--- src/rtl/sio_dec_pkg.sv ---
package sio_dec_pkg;
    parameter int REG_W   = 8;
    parameter int BASE_W  = 10;
    parameter int IRQ_W   = 4;
    parameter int DMA_W   = 2;
    parameter int NUM_SER = 2;
    parameter int NUM_DEV = 2 + NUM_SER;

    // legal parallel base range
    parameter logic [BASE_W-1:0] LPT_MIN      = 10'h100;
    parameter logic [BASE_W-1:0] LPT_MAX_NARW = 10'h3FC;
    parameter logic [BASE_W-1:0] LPT_MAX_WIDE = 10'h3F8;

    typedef struct packed {
        logic [BASE_W-1:0] base;
        logic              en;
    } win_t;

    typedef struct packed {
        logic ecp;
        logic epp;
        logic ext;
    } lpt_flags_t;

    typedef struct packed {
        win_t                     fdc;
        logic [IRQ_W-1:0]         fdc_irq;
        logic [DMA_W-1:0]         fdc_dma;
        logic                     fdc_swap;
        win_t                     lpt;
        logic                     lpt_wide;
        lpt_flags_t               lpt_flags;
        logic [IRQ_W-1:0]         lpt_irq;
        logic                     lpt_irq_con;
        logic [DMA_W-1:0]         lpt_dma;
        win_t [NUM_SER-1:0]       ser;
        logic [NUM_SER*IRQ_W-1:0] ser_irq;
        logic [NUM_DEV-1:0]       cs;
    } dec_state_t;
endpackage

--- src/rtl/sio_fdc_win.sv ---
module sio_fdc_win
    import sio_dec_pkg::*;
#(
    parameter int ADDR_W = 16
) (
    input  logic [REG_W-1:0]  fn_en,
    input  logic [REG_W-1:0]  pwr_dis,
    input  logic [REG_W-1:0]  base_reg,
    input  logic [ADDR_W-1:0] io_addr,
    output win_t              win,
    output logic              hit
);
    localparam int SPAN_LOG2 = 3;

    logic upper_zero;

    always_comb begin
        win.base   = {base_reg[REG_W-1:2], 2'b00, 2'b00};
        win.en     = fn_en[4] && (pwr_dis[1:0] == 2'b00);
        upper_zero = (io_addr[ADDR_W-1:BASE_W] == '0);
        hit        = win.en && upper_zero &&
                     (io_addr[BASE_W-1:SPAN_LOG2] == win.base[BASE_W-1:SPAN_LOG2]);
    end
endmodule

--- src/rtl/sio_lpt_win.sv ---
module sio_lpt_win
    import sio_dec_pkg::*;
#(
    parameter int ADDR_W = 16
) (
    input  logic [REG_W-1:0]  fn_en,
    input  logic [REG_W-1:0]  pwr_dis,
    input  logic [REG_W-1:0]  base_reg,
    input  logic [REG_W-1:0]  mode_reg,
    input  logic [ADDR_W-1:0] io_addr,
    output win_t              win,
    output logic              wide,
    output lpt_flags_t        flags,
    output logic              hit
);
    localparam logic [1:0] MODE_WIDE = 2'd2;
    localparam logic [1:0] MODE_OFF  = 2'd3;
    localparam logic [1:0] PROT_ECP  = 2'd1;
    localparam logic [1:0] PROT_EPP  = 2'd2;

    logic [BASE_W-1:0] raw_base;
    logic [BASE_W-1:0] max_base;
    logic              in_range;
    logic              upper_zero;
    logic              low_match;

    always_comb begin
        wide     = (fn_en[1:0] == MODE_WIDE);
        raw_base = {base_reg, 2'b00};
        if (wide) begin
            win.base = {raw_base[BASE_W-1:3], 3'b000};
            max_base = LPT_MAX_WIDE;
        end else begin
            win.base = raw_base;
            max_base = LPT_MAX_NARW;
        end
        in_range = (win.base >= LPT_MIN) && (win.base <= max_base);
        win.en   = in_range && (fn_en[1:0] != MODE_OFF) &&
                   !pwr_dis[0] && !pwr_dis[4];

        upper_zero = (io_addr[ADDR_W-1:BASE_W] == '0);
        if (wide)
            low_match = (io_addr[BASE_W-1:3] == win.base[BASE_W-1:3]);
        else
            low_match = (io_addr[BASE_W-1:2] == win.base[BASE_W-1:2]);
        hit = win.en && upper_zero && low_match;

        flags.ext = mode_reg[7];
        unique case (mode_reg[1:0])
            PROT_ECP: begin
                flags.ecp = 1'b1;
                flags.epp = mode_reg[5];
            end
            PROT_EPP: begin
                flags.epp = 1'b1;
                flags.ecp = mode_reg[5];
            end
            default: begin
                flags.ecp = 1'b0;
                flags.epp = 1'b0;
            end
        endcase
    end
endmodule

--- src/rtl/sio_uart_win.sv ---
module sio_uart_win
    import sio_dec_pkg::*;
#(
    parameter int ADDR_W = 16,
    parameter int PORT   = 0
) (
    input  logic [REG_W-1:0]  fn_en,
    input  logic [REG_W-1:0]  pwr_dis,
    input  logic [REG_W-1:0]  base_reg,
    input  logic [ADDR_W-1:0] io_addr,
    output win_t              win,
    output logic              hit
);
    localparam int SPAN_LOG2 = 3;
    localparam int EN_BIT    = 2 + PORT;

    always_comb begin
        win.base = {base_reg, 2'b00};
        win.en   = fn_en[EN_BIT] && !pwr_dis[EN_BIT] && !pwr_dis[0];
        hit      = win.en && (io_addr[ADDR_W-1:BASE_W] == '0) &&
                   (io_addr[BASE_W-1:SPAN_LOG2] == win.base[BASE_W-1:SPAN_LOG2]);
    end
endmodule

--- src/rtl/sio_cs_prio.sv ---
module sio_cs_prio #(
    parameter int N = 4
) (
    input  logic [N-1:0] hit,   // bit N-1 has the highest priority
    output logic [N-1:0] cs
);
    always_comb begin
        logic taken;
        taken = 1'b0;
        cs    = '0;
        for (int i = N - 1; i >= 0; i--) begin
            if (hit[i] && !taken) begin
                cs[i] = 1'b1;
                taken = 1'b1;
            end
        end
    end
endmodule

--- src/rtl/sio_res_decoder.sv ---
module sio_res_decoder
    import sio_dec_pkg::*;
#(
    parameter int ADDR_W = 16
) (
    input  logic                       clk,
    input  logic                       rst_n,
    input  logic [REG_W-1:0]           fn_en,
    input  logic [REG_W-1:0]           fdc_base_reg,
    input  logic [REG_W-1:0]           lpt_base_reg,
    input  logic [NUM_SER*REG_W-1:0]   ser_base_reg,
    input  logic [REG_W-1:0]           pwr_dis,
    input  logic [REG_W-1:0]           lpt_mode_reg,
    input  logic [REG_W-1:0]           fdc_misc_reg,
    input  logic [REG_W-1:0]           dma_route,
    input  logic [REG_W-1:0]           irq_route_a,
    input  logic [REG_W-1:0]           irq_route_b,
    input  logic [ADDR_W-1:0]          io_addr,
    output logic [BASE_W-1:0]          fdc_base,
    output logic                       fdc_en,
    output logic                       fdc_cs,
    output logic [IRQ_W-1:0]           fdc_irq,
    output logic [DMA_W-1:0]           fdc_dma,
    output logic                       fdc_swap,
    output logic [BASE_W-1:0]          lpt_base,
    output logic                       lpt_en,
    output logic                       lpt_wide,
    output logic                       lpt_cs,
    output logic [IRQ_W-1:0]           lpt_irq,
    output logic                       lpt_irq_con,
    output logic [DMA_W-1:0]           lpt_dma,
    output logic                       lpt_ecp,
    output logic                       lpt_epp,
    output logic                       lpt_ext,
    output logic [NUM_SER*BASE_W-1:0]  ser_base,
    output logic [NUM_SER-1:0]         ser_en,
    output logic [NUM_SER-1:0]         ser_cs,
    output logic [NUM_SER*IRQ_W-1:0]   ser_irq
);
    // chip-select vector order, highest priority in the top bit
    localparam int IDX_FDC = NUM_DEV - 1;
    localparam int IDX_LPT = NUM_DEV - 2;

    win_t               fdc_win;
    win_t               lpt_win;
    win_t [NUM_SER-1:0] ser_win;
    logic               fdc_hit;
    logic               lpt_hit;
    logic [NUM_SER-1:0] ser_hit;
    logic               lpt_wide_w;
    lpt_flags_t         lpt_flags_w;
    logic [NUM_DEV-1:0] hit_vec;
    logic [NUM_DEV-1:0] cs_vec;

    dec_state_t st_d;
    dec_state_t st_q;

    sio_fdc_win #(.ADDR_W(ADDR_W)) i_fdc_win (
        .fn_en    (fn_en),
        .pwr_dis  (pwr_dis),
        .base_reg (fdc_base_reg),
        .io_addr  (io_addr),
        .win      (fdc_win),
        .hit      (fdc_hit)
    );

    sio_lpt_win #(.ADDR_W(ADDR_W)) i_lpt_win (
        .fn_en    (fn_en),
        .pwr_dis  (pwr_dis),
        .base_reg (lpt_base_reg),
        .mode_reg (lpt_mode_reg),
        .io_addr  (io_addr),
        .win      (lpt_win),
        .wide     (lpt_wide_w),
        .flags    (lpt_flags_w),
        .hit      (lpt_hit)
    );

    for (genvar n = 0; n < NUM_SER; n++) begin : g_ser
        sio_uart_win #(.ADDR_W(ADDR_W), .PORT(n)) i_uart_win (
            .fn_en    (fn_en),
            .pwr_dis  (pwr_dis),
            .base_reg (ser_base_reg[n*REG_W +: REG_W]),
            .io_addr  (io_addr),
            .win      (ser_win[n]),
            .hit      (ser_hit[n])
        );
        // serial 0 ranks above serial 1
        assign hit_vec[NUM_SER-1-n] = ser_hit[n];
    end

    assign hit_vec[IDX_FDC] = fdc_hit;
    assign hit_vec[IDX_LPT] = lpt_hit;

    sio_cs_prio #(.N(NUM_DEV)) i_cs_prio (
        .hit (hit_vec),
        .cs  (cs_vec)
    );

    always_comb begin
        st_d             = '0;
        st_d.fdc         = fdc_win;
        st_d.fdc_irq     = irq_route_a[IRQ_W-1:0];
        st_d.fdc_dma     = dma_route[DMA_W-1:0];
        st_d.fdc_swap    = fdc_misc_reg[0];
        st_d.lpt         = lpt_win;
        st_d.lpt_wide    = lpt_wide_w;
        st_d.lpt_flags   = lpt_flags_w;
        st_d.lpt_irq     = irq_route_a[REG_W-1 -: IRQ_W];
        st_d.lpt_irq_con = (irq_route_a[REG_W-1 -: IRQ_W] != '0);
        st_d.lpt_dma     = dma_route[2*DMA_W-1 -: DMA_W];
        st_d.ser         = ser_win;
        for (int n = 0; n < NUM_SER; n++)
            st_d.ser_irq[n*IRQ_W +: IRQ_W] = irq_route_b[n*IRQ_W +: IRQ_W];
        st_d.cs          = cs_vec;
    end

    always_ff @(posedge clk or negedge rst_n) begin
        if (!rst_n) st_q <= '0;
        else        st_q <= st_d;
    end

    always_comb begin
        fdc_base    = st_q.fdc.base;
        fdc_en      = st_q.fdc.en;
        fdc_cs      = st_q.cs[IDX_FDC];
        fdc_irq     = st_q.fdc_irq;
        fdc_dma     = st_q.fdc_dma;
        fdc_swap    = st_q.fdc_swap;
        lpt_base    = st_q.lpt.base;
        lpt_en      = st_q.lpt.en;
        lpt_wide    = st_q.lpt_wide;
        lpt_cs      = st_q.cs[IDX_LPT];
        lpt_irq     = st_q.lpt_irq;
        lpt_irq_con = st_q.lpt_irq_con;
        lpt_dma     = st_q.lpt_dma;
        lpt_ecp     = st_q.lpt_flags.ecp;
        lpt_epp     = st_q.lpt_flags.epp;
        lpt_ext     = st_q.lpt_flags.ext;
        ser_irq     = st_q.ser_irq;
        for (int n = 0; n < NUM_SER; n++) begin
            ser_base[n*BASE_W +: BASE_W] = st_q.ser[n].base;
            ser_en[n]                    = st_q.ser[n].en;
            ser_cs[n]                    = st_q.cs[NUM_SER-1-n];
        end
    end
endmodule

--- config.mk ---
export PLATFORM = sky130hd
export DESIGN_NAME = sio_res_decoder
export DESIGN_NICKNAME = d
export VERILOG_FILES = /design/src/rtl/sio_dec_pkg.sv /design/src/rtl/sio_fdc_win.sv /design/src/rtl/sio_lpt_win.sv /design/src/rtl/sio_uart_win.sv /design/src/rtl/sio_cs_prio.sv /design/src/rtl/sio_res_decoder.sv
export SDC_FILE = /design/constraint.sdc
export NUM_CORES = 1
export LEC_CHECK = 0
export BUFFER_PORTS_ARGS = -buffer_cell sky130_fd_sc_hd__buf_2
export CAP_MARGIN = 20
export CELL_PAD_IN_SITES_DETAIL_PLACEMENT = 0
export CELL_PAD_IN_SITES_GLOBAL_PLACEMENT = 1
export CORE_UTILIZATION = 30
export CTS_CLUSTER_SIZE = 20
export DETAILED_ROUTE_END_ITERATION = 16
export PLACE_DENSITY = 0.94
export REMOVE_ABC_BUFFERS = 1
export SLEW_MARGIN = 20
export SYNTH_ARGS = -nofsm -noshare
export SYNTH_HDL_FRONTEND = slang
export SYNTH_SLANG_ARGS = --single-unit
export TNS_END_PERCENT = 30
--- constraint.sdc ---
create_clock -name clk -period 0.8 [get_ports clk]
set_input_delay 0.12 -clock clk [delete_from_list [all_inputs] [get_ports clk]]
set_output_delay 0.12 -clock clk [all_outputs]
set_load 0.01 [all_outputs]
[After elaboration in Yosys (flattened, before gate mapping)]
Index checks and enable logic that the tools add are counted.
Storage, ports and cells
  register bits: 66
  bits of input ports: 106
  output and inout port bits: 74
  word-level logic and storage cells: 71
Operators by class
  eq/ne operators: 9
  multiplexer cells: 10
  reductions and logical operators: 30
  magnitude comparators: 2
Operators with widths (count)
  $eq 7x7->1: 4
  $logic_and 1x1->1: 20
  $ge 10x9->1 const B: 1
  $le 10x10->1: 1
  $eq 8x8->1: 1
  $logic_not 1->1: 7
  $mux 1: 7
  $logic_not 6->1: 1
  $mux 3: 2
  $eq 2x2->1 const B: 2
  $pmux 2 s2: 1
  $reduce_bool 4->1: 1
  $eq 2x1->1 const B: 1
  $logic_not 2->1: 1
  $ne 2x2->1 const B: 1

[Logic depth before layout (Yosys ltp)]
Gate-level depths: netlist of run 1.
  depth after elaboration: 17
  gate-level depth with buffers: 5
  depth with buffers taken out: 4

[Cells and area by module]
A second synthesis of run 1 with hierarchy kept.
Second synthesis, totals
  cell total of the unflattened synthesis: 191
  area, all modules: 2741.4 um^2
By module, submodules not included
  sio_res_decoder: area each 1859.3 um^2, sequential area each 1851.8 um^2, times used 1, cells each 75
  sio_uart_win: area each 195.2 um^2, sequential area each 0.0 um^2, times used 2, cells each 25
  sio_lpt_win: area each 275.3 um^2, sequential area each 0.0 um^2, times used 1, cells each 38
  sio_fdc_win: area each 180.2 um^2, sequential area each 0.0 um^2, times used 1, cells each 24
  sio_cs_prio: area each 36.3 um^2, sequential area each 0.0 um^2, times used 1, cells each 4

[Least setup slack after synthesis of run 1]
No wires, ideal clock.
  kind: input port to flip-flop
  from: input port io_addr[5]
  to: register st_q (netlist bit ser_cs[1])
  arrival time: 1.178 ns
  required time: 0.704 ns
  library setup time: 0.096 ns
  path slack: -0.473 ns
  stages: 5
  buffers on the path: 1
  path through: clkbuf_1 > xnor2_1 > nand4_1 > or4_4 > nor4_2
Between the ends
  longest elaborated chain between the ends: 12
  elaborated cells between the ends (all ways): 20
  classes of those cells: 5 x eq/ne; 5 x mux; 10 x reduce/logical
RTL lines
  start: declaration: RTL line sio_res_decoder.sv:18  | input logic [ADDR_W-1:0] io_addr,
  $eq 7x7->1: RTL line sio_fdc_win.sv:22  | (io_addr[BASE_W-1:SPAN_LOG2] == win.base[BASE_W-1:SPAN_LOG2]);
  $logic_and 1x1->1: RTL line sio_fdc_win.sv:21  | hit = win.en && upper_zero &&
  $mux 1: RTL line sio_cs_prio.sv:12  | if (hit[i] && !taken) begin
  $logic_not 1->1: RTL line sio_cs_prio.sv:12
  $logic_and 1x1->1: RTL line sio_cs_prio.sv:12
  $mux 1: RTL line sio_cs_prio.sv:12
  $logic_not 1->1: RTL line sio_cs_prio.sv:12
  $logic_and 1x1->1: RTL line sio_cs_prio.sv:12
  $mux 1: RTL line sio_cs_prio.sv:12
  $logic_not 1->1: RTL line sio_cs_prio.sv:12
  $logic_and 1x1->1 (*): RTL line sio_cs_prio.sv:12
  $mux 1 (*): RTL line sio_cs_prio.sv:12
  via cs_vec[0]: RTL line sio_res_decoder.sv:53  | logic [NUM_DEV-1:0] cs_vec;
  end signal: assignment: RTL line sio_res_decoder.sv:120  | else st_q <= st_d;
  end: declaration: RTL line sio_res_decoder.sv:56  | dec_state_t st_q;
The timed path passes the listed nets; every way through them passes the cells marked *.

[Worst setup path in the final report of run 1]
  from: input port fdc_base_reg[4]
  to: register st_q (netlist bit ser_cs[1])
Between the ends
  longest elaborated chain between the ends: 12
RTL lines
  start: declaration: RTL line sio_res_decoder.sv:9  | input logic [REG_W-1:0] fdc_base_reg,
  $eq 7x7->1 (*): RTL line sio_fdc_win.sv:22
  $logic_and 1x1->1 (*): RTL line sio_fdc_win.sv:21
  $mux 1 (*)
  via cs_vec[3]: RTL line sio_res_decoder.sv:53
  $logic_not 1->1: RTL line sio_cs_prio.sv:12
  $logic_and 1x1->1: RTL line sio_cs_prio.sv:12
  $mux 1 (*): RTL line sio_cs_prio.sv:12
  $logic_not 1->1: RTL line sio_cs_prio.sv:12
  $logic_and 1x1->1: RTL line sio_cs_prio.sv:12
  $mux 1 (*): RTL line sio_cs_prio.sv:12
  $logic_not 1->1 (*): RTL line sio_cs_prio.sv:12
  $logic_and 1x1->1 (*): RTL line sio_cs_prio.sv:12
  $mux 1 (*): RTL line sio_cs_prio.sv:12
  via cs_vec[0]: RTL line sio_res_decoder.sv:53
Marks and branches as above.

==> flow_summary_export.csv, run 1 <==
group,metric,value,unit
outcome,violations,"negative hold slack, negative setup slack",
placed_design,port_buffers,144,
finish,mostFrequentLayoutCell,"buf_2",
grt,grt_usage,0.174,
drt,final_antenna_net_count,0,
hold_path,min_path_cells,2,
placed_design,placedInstanceArea,3150,um^2
setup_path,critical_path.max_fanout,4,
placed_design,dp_hpwl,4500,um
cts,cts_root_buf,"clkbuf_8",
setup_path,slowest_stage,"or4_4",
grt,gr-total-overflow,0,
finish,area.growth.synth_to_final,83.2,%
timing,final.setup.worst_slack,-0.271,ns
drt,routed_wirelength,6700,um
finish,nets,473,
timing,hold_viol_final,1,
synth,synth-edff-count,0,
pwr,powerDensity,1890,nW/um^2
cts,cts_sinks,64,
setup_path,required,1.01,ns
cts,clk_pin_slew_worst_paths,0.07,ns
setup_path,worstSetupEndpointType,"flip-flop",
synth,synth_area,2210,um^2
flow_run,cap_violations,0,
finish,final_cell_mix,"125 x buf_2, 64 x dfrtp_1, 51 x dlygate4sd3_1",
synth,synthCells,144,
timing,fmaxAchievable,0.934,GHz
finish,antenna-diode-count,0,
placed_design,dp_slack,-0.664,ns
drt,drt_iter0_drc,36,
timing,setup_viol,69,
outcome,status,"finished, violations left",
timing,fin_crit_sh,1.34,
cts,h-tree-depth,3,
pwr,ir_drop,0.856,mV
grt,grt_pass1_wl,9780,um
synth,syn_area_per_cell,15.3,um^2
grt,grt_max_degree,65,
finish,drive_gt1_frac,0.508,
setup_path,worst-path-stages,5,
setup_path,path_cells,"buf_6 > xor2_1 > or4_4 > nor3_4 > nor4_4",
timing,layout_min_cycle_time,1.07,ns
floorplan,initial_utilization,0.318,
synth,synthFlopType,"dfrtp_1",
timing,rsz0062_at_grt,"yes",
setup_path,crit_type,"primary input to flip-flop",
synth,async_flop_share,1.00,
finish,largest_reg_flops,16,
hold_path,hp-class,"primary input to flip-flop",
finish,final_cell_area,4050,um^2
setup_path,critPathLaunchType,"primary input",
cts,clockBufferDepth,2,
timing,whs,-0.0155,ns
drt,via_count,1916,
placed_design,place_congestion,0.731,
synth,synth-seq-cells,64,
synth,yosys_warnings,0,
floorplan,dieArea,7710,um^2
floorplan,die_h,87.8,um
floorplan,fp-row-count,30,
setup_path,worstPathArrival,1.28,ns
setup_path,crit_start,"fdc_base_reg[4]",
cts,cts_buffers,9,
synth,yosysUniqueCellTypes,25,
hold_path,min_from,"irq_route_a[7]",
floorplan,io_pins,180,
hold_path,hold_path_end,"lpt_irq_con$_DFF_PN0_",
timing,final_max_slew_viol_count,0,
grt,antenna_found_initial,0,
floorplan,fp.coreArea,6940,um^2
pwr,p_leak,0.00201,uW
setup_path,crit_path_max_incr_delay,0.52,ns
drt,routedWlPerCell,14.4,um
setup_path,critPathBufInv,1,
drt,routed_via_density,4.11,
drt,first_pass_iters,4,
cts,cts_tree,"done",
setup_path,path_delay_family,"simple AND/OR/NAND/NOR gates",
grt,grt_pass1_vias,1975,
finish,fillers,551,
drt,drc,0,
floorplan,die_w,87.8,um
synth,ys_seq_area_frac,0.725,
[timing repair]
item                                    in CTS  in global routing
buffers inserted                             1                  0
hold buffers                                50                  4
endpoints found under the setup margin      68                 69
pin swaps                                    6                  4
gates resized for setup                     17                 11
cloned                                       0                  0
hold endpoints to repair                   115                  5
[routing by layer]
| layer | track usage | vias up | part of all wire |
|---|---|---|---|
| met3 | 0.0500 | 14 | 0.081 |
| met4 | 0.0909 | 0 | 0.024 |
| met1 | 0.197 | 905 | 0.39 |
| met5 | 0 | - | 0 |
| met2 | 0.299 | 104 | 0.51 |
| li1 | - | 893 | - |
[worst max-delay path by stage]
stage                                     end  slack (ns)
after floorplan           ser_cs[1]$_DFF_PN0_       -0.46
after CTS                 ser_cs[1]$_DFF_PN0_       -0.26
final                     ser_cs[1]$_DFF_PN0_       -0.27
after global routing         lpt_cs$_DFF_PN0_       -0.30
after detailed placement  ser_cs[1]$_DFF_PN0_       -0.66
after global placement    ser_cs[1]$_DFF_PN0_       -0.59
[per-stage QoR]
stage / cells / setup TNS (ns) / hold WS, ns / util / power [uW]
CTS: 465 / -11.35 / -0.101 / 0.572 / 7680
finish: 466 / -10.59 / -0.0155 / 0.583 / 7640
floorplan: 140 / -1.53 / -0.176 / - / 3770
global placement: 398 / -2.35 / 0.152 / 0.453 / 4340
global route: 466 / -12.90 / -0.0145 / 0.583 / 7970
detailed placement: 398 / -2.68 / 0.157 / 0.453 / 4360
[where the power goes]
part,switching (uW),leakage (uW),internal (uW)
sequential,47.8,0.000765,3390
clock,1220,0.000111,1850
combinational,502,0.00114,623
total,1770,0.00201,5860
[area by class of cell]
class                   instances  area [um^2]  share of cell area
clock buffers                  12          145              0.0358
clock inverters                 4         77.6              0.0192
inverters                       2         7.51             0.00185
repair buffers                214         1500               0.371
multi-input cells              74          596               0.147
well taps                      96          120              0.0297
flip-flops and latches         64         1600               0.396
[cells in the mapped netlist (2+ instances only)]
| cell | number | area, um^2 |
|---|---|---|
| xor2_1 | 4 | 35.0 |
| nor2_1 | 4 | 15.0 |
| dfrtp_1 | 64 | 1600 |
| or4_4 | 2 | 22.5 |
| nand3_1 | 3 | 15.0 |
| nand4_1 | 5 | 31.3 |
| clkbuf_1 | 3 | 11.3 |
| nor3b_1 | 4 | 30.0 |
| inv_1 | 2 | 7.51 |
| xnor2_1 | 24 | 210 |
| a21oi_1 | 3 | 15.0 |
| nor2b_1 | 3 | 18.8 |
| buf_4 | 10 | 75.1 |
| ha_1 | 2 | 25.0 |
[cell families (layout without fill, tap and decap cells)]
group / count (synthesis) / in the layout / synth area share
AOI/OAI and AO/OA: 5 / 5 / 0.0130
xor gates and xnor gates: 28 / 28 / 0.111
adders and majority gates: 2 / 2 / 0.0113
buffers and inverters: 15 / 232 / 0.0425
DFF: 64 / 64 / 0.725
other: 1 / 10 / 0.00170
and+or+nand+nor: 29 / 29 / 0.0957
No activity file was read; power rests on OpenSTA's default activity.
==> inputs of run 2 (changes only) <==
--- a/config.mk
+++ b/config.mk
@@ -5,14 +5,16 @@
 export SDC_FILE = /design/constraint.sdc
 export NUM_CORES = 1
 export LEC_CHECK = 0
+export ABC_AREA = 1
 export BUFFER_PORTS_ARGS = -buffer_cell sky130_fd_sc_hd__buf_2
 export CAP_MARGIN = 20
 export CELL_PAD_IN_SITES_DETAIL_PLACEMENT = 0
 export CELL_PAD_IN_SITES_GLOBAL_PLACEMENT = 1
+export CORE_MARGIN = 2
 export CORE_UTILIZATION = 30
 export CTS_CLUSTER_SIZE = 20
 export DETAILED_ROUTE_END_ITERATION = 16
-export PLACE_DENSITY = 0.94
+export PLACE_DENSITY = 0.95
 export REMOVE_ABC_BUFFERS = 1
 export SLEW_MARGIN = 20
 export SYNTH_ARGS = -nofsm -noshare
==> run 2 against run 1 <==
Effect of this change:
- non-clock buffer count fell by 10
- the flow still finishes with violations (negative hold slack, negative setup slack)
- die area up 13%
- critical path depth is 4 lower
- design area rose by 1.3%
- global-route usage down 1.6 points
- sequential share of layout area down 0.52 points
==> flow_summary_export.csv, run 2 <==
group,metric,value,unit
cts,cts_sinks,64,
synth,yosysMostFrequentCell,"nand2_1",
placed_design,port_buffers,144,
floorplan,fp.coreArea,7730,um^2
hold_path,min_path_cells,1,
setup_path,crit_start,"fdc_base[7]$_DFF_PN0_",
drt,routedWlPerCell,12.4,um
grt,grt_pass1_wl,10400,um
grt,grt_pass1_vias,2271,
setup_path,worstPathArrival,0.84,ns
synth,synthTopCellsByArea,"dfrtp_1 67%, nand2_1 11%, inv_1 4.1%, nor2_1 4.1%, buf_4 3.5%",
finish,drive_gt1_frac,0.415,
setup_path,slowest_stage,"dfrtp_1",
grt,gr-total-overflow,0,
finish,nets,549,
synth,async_flop_share,1.00,
finish,mostFrequentLayoutCell,"buf_2",
grt,grt_max_degree,65,
floorplan,dieArea,8680,um^2
setup_path,critPathLaunchType,"flip-flop",
timing,fmaxAchievable,1.04,GHz
cts,clockBufferDepth,2,
synth,ys_seq_area_frac,0.671,
drt,drc,0,
synth,yosysUniqueCellTypes,19,
hold_path,min_from,"irq_route_a[7]",
synth,synth_area_leader_cell,"dfrtp_1",
drt,routed_wirelength,6810,um
finish,largest_reg_flops,16,
drt,final_antenna_net_count,0,
setup_path,critPathBufInv,1,
setup_path,path_delay_family,"flip-flops",
setup_path,required,0.68,ns
hold_path,hp-class,"primary input to flip-flop",
setup_path,path_cells,"buf_2",
cts,cts_tree,"done",
synth,synth-edff-count,0,
floorplan,die_w,93.2,um
setup_path,worstSetupEndpointType,"output port",
timing,hold_viol_final,5,
floorplan,initial_utilization,0.309,
pwr,powerDensity,1940,nW/um^2
timing,final.setup.worst_slack,-0.163,ns
floorplan,io_pins,180,
synth,yosys_warnings,0,
setup_path,crit_type,"flip-flop to output port",
floorplan,fp-row-count,32,
pwr,ir_drop,0.903,mV
synth,synth_common_cells,"67 x nand2_1, 64 x dfrtp_1, 26 x inv_1, 26 x nor2_1, 11 x buf_4",
finish,area.growth.synth_to_final,71.9,%
timing,setup_viol,64,
timing,fin_crit_sh,1.20,
synth,synthFlopType,"dfrtp_1",
grt,antenna_found_initial,0,
finish,stdcell_count,548,
setup_path,critical_path.max_fanout,1,
synth,synthCells,228,
timing,whs,-0.0987,ns
placed_design,place_congestion,0.756,
finish,antenna-diode-count,0,
drt,drt_iter0_drc,47,
timing,final_max_slew_viol_count,0,
setup_path,worst-path-stages,1,
finish,final_cell_mix,"135 x buf_2, 67 x nand2_1, 64 x dfrtp_1",
synth,synth-seq-cells,64,
placed_design,dp_hpwl,4970,um
drt,first_pass_iters,4,
floorplan,die_h,93.2,um
synth,syn_area_per_cell,10.5,um^2
pwr,p_total,7970,uW
setup_path,crit_path_max_incr_delay,0.38,ns
cts,h-tree-depth,3,
cts,cts_root_buf,"clkbuf_8",
cts,clk_pin_slew_worst_paths,0.07,ns
outcome,status,"finished, violations left",
placed_design,dp_slack,-0.298,ns
drt,via_count,2214,
drt,routed_via_density,4.04,
timing,rsz0062_at_grt,"yes",
placed_design,dp_cells,482,
cts,cts_buffers,9,
synth,synth.top_cell.area_share,0.671,
flow_run,cap_violations,0,
timing,layout_min_cycle_time,0.963,ns
synth,synth_area,2390,um^2
timing,tns,-9.11,ns
pwr,p_leak,0.00227,uW
grt,grt_usage,0.159,
outcome,violations,"negative hold slack, negative setup slack",
-- run 2: layout make-up --
class	instances	area (um^2)
multi-input combinational	130	633
timing repair buffer	204	1370
clock inverter	6	116
inverter	32	120
fill	715	3620
tap	102	128
clock buffer	10	138
sequential	64	1600
-- run 2: cells by family after synthesis --
group | synth area share
buffers and inverters | 0.0849
AOI/OAI and AO/OA | 0.00629
xor gates and xnor gates | 0.0367
other | 0.00157
DFF | 0.671
adders and majority gates | 0.0105
and+or+nand+nor | 0.189
-- run 2: final timing paths --
path / end
worst max-delay path: fdc_base[7]
worst min-delay path: lpt_irq[3]$_DFF_PN0_
min in group asynchronous: ser_irq[1]$_DFF_PN0_
max in group asynchronous: fdc_base[5]$_DFF_PN0_
-- run 2: timing repair --
| action | in CTS | in global routing |
|---|---|---|
| pin swaps | 0 | 1 |
| resized for setup | 7 | 10 |
| hold buffers | 49 | 1 |
| setup buffers | 0 | 0 |
| setup endpoints to repair | 64 | 68 |
| hold endpoints to repair | 117 | 6 |
-- run 2: power breakdown --
group	leakage [uW]	switching, uW	internal [uW]
registers	0.000765	39.9	3390
logic	0.00138	546	568
clock network	0.000127	1260	2170
-- run 2: per-stage QoR --
| step | area [um^2] | util |
|---|---|---|
| after CTS | 4050 | 0.524 |
| after floorplan | 2340 | - |
| after global placement | 3270 | 0.424 |
| after global routing | 4100 | 0.531 |
| final | 4100 | 0.531 |
| after detailed placement | 3270 | 0.424 |
-- run 2: layer usage --
metal	share of wire	vias to the layer above	GRT usage
li1	-	1080	-
met1	0.37	1021	0.164
met2	0.52	105	0.295
met3	0.098	8	0.0629
met4	0.010	0	0.0441
met5	0	-	0
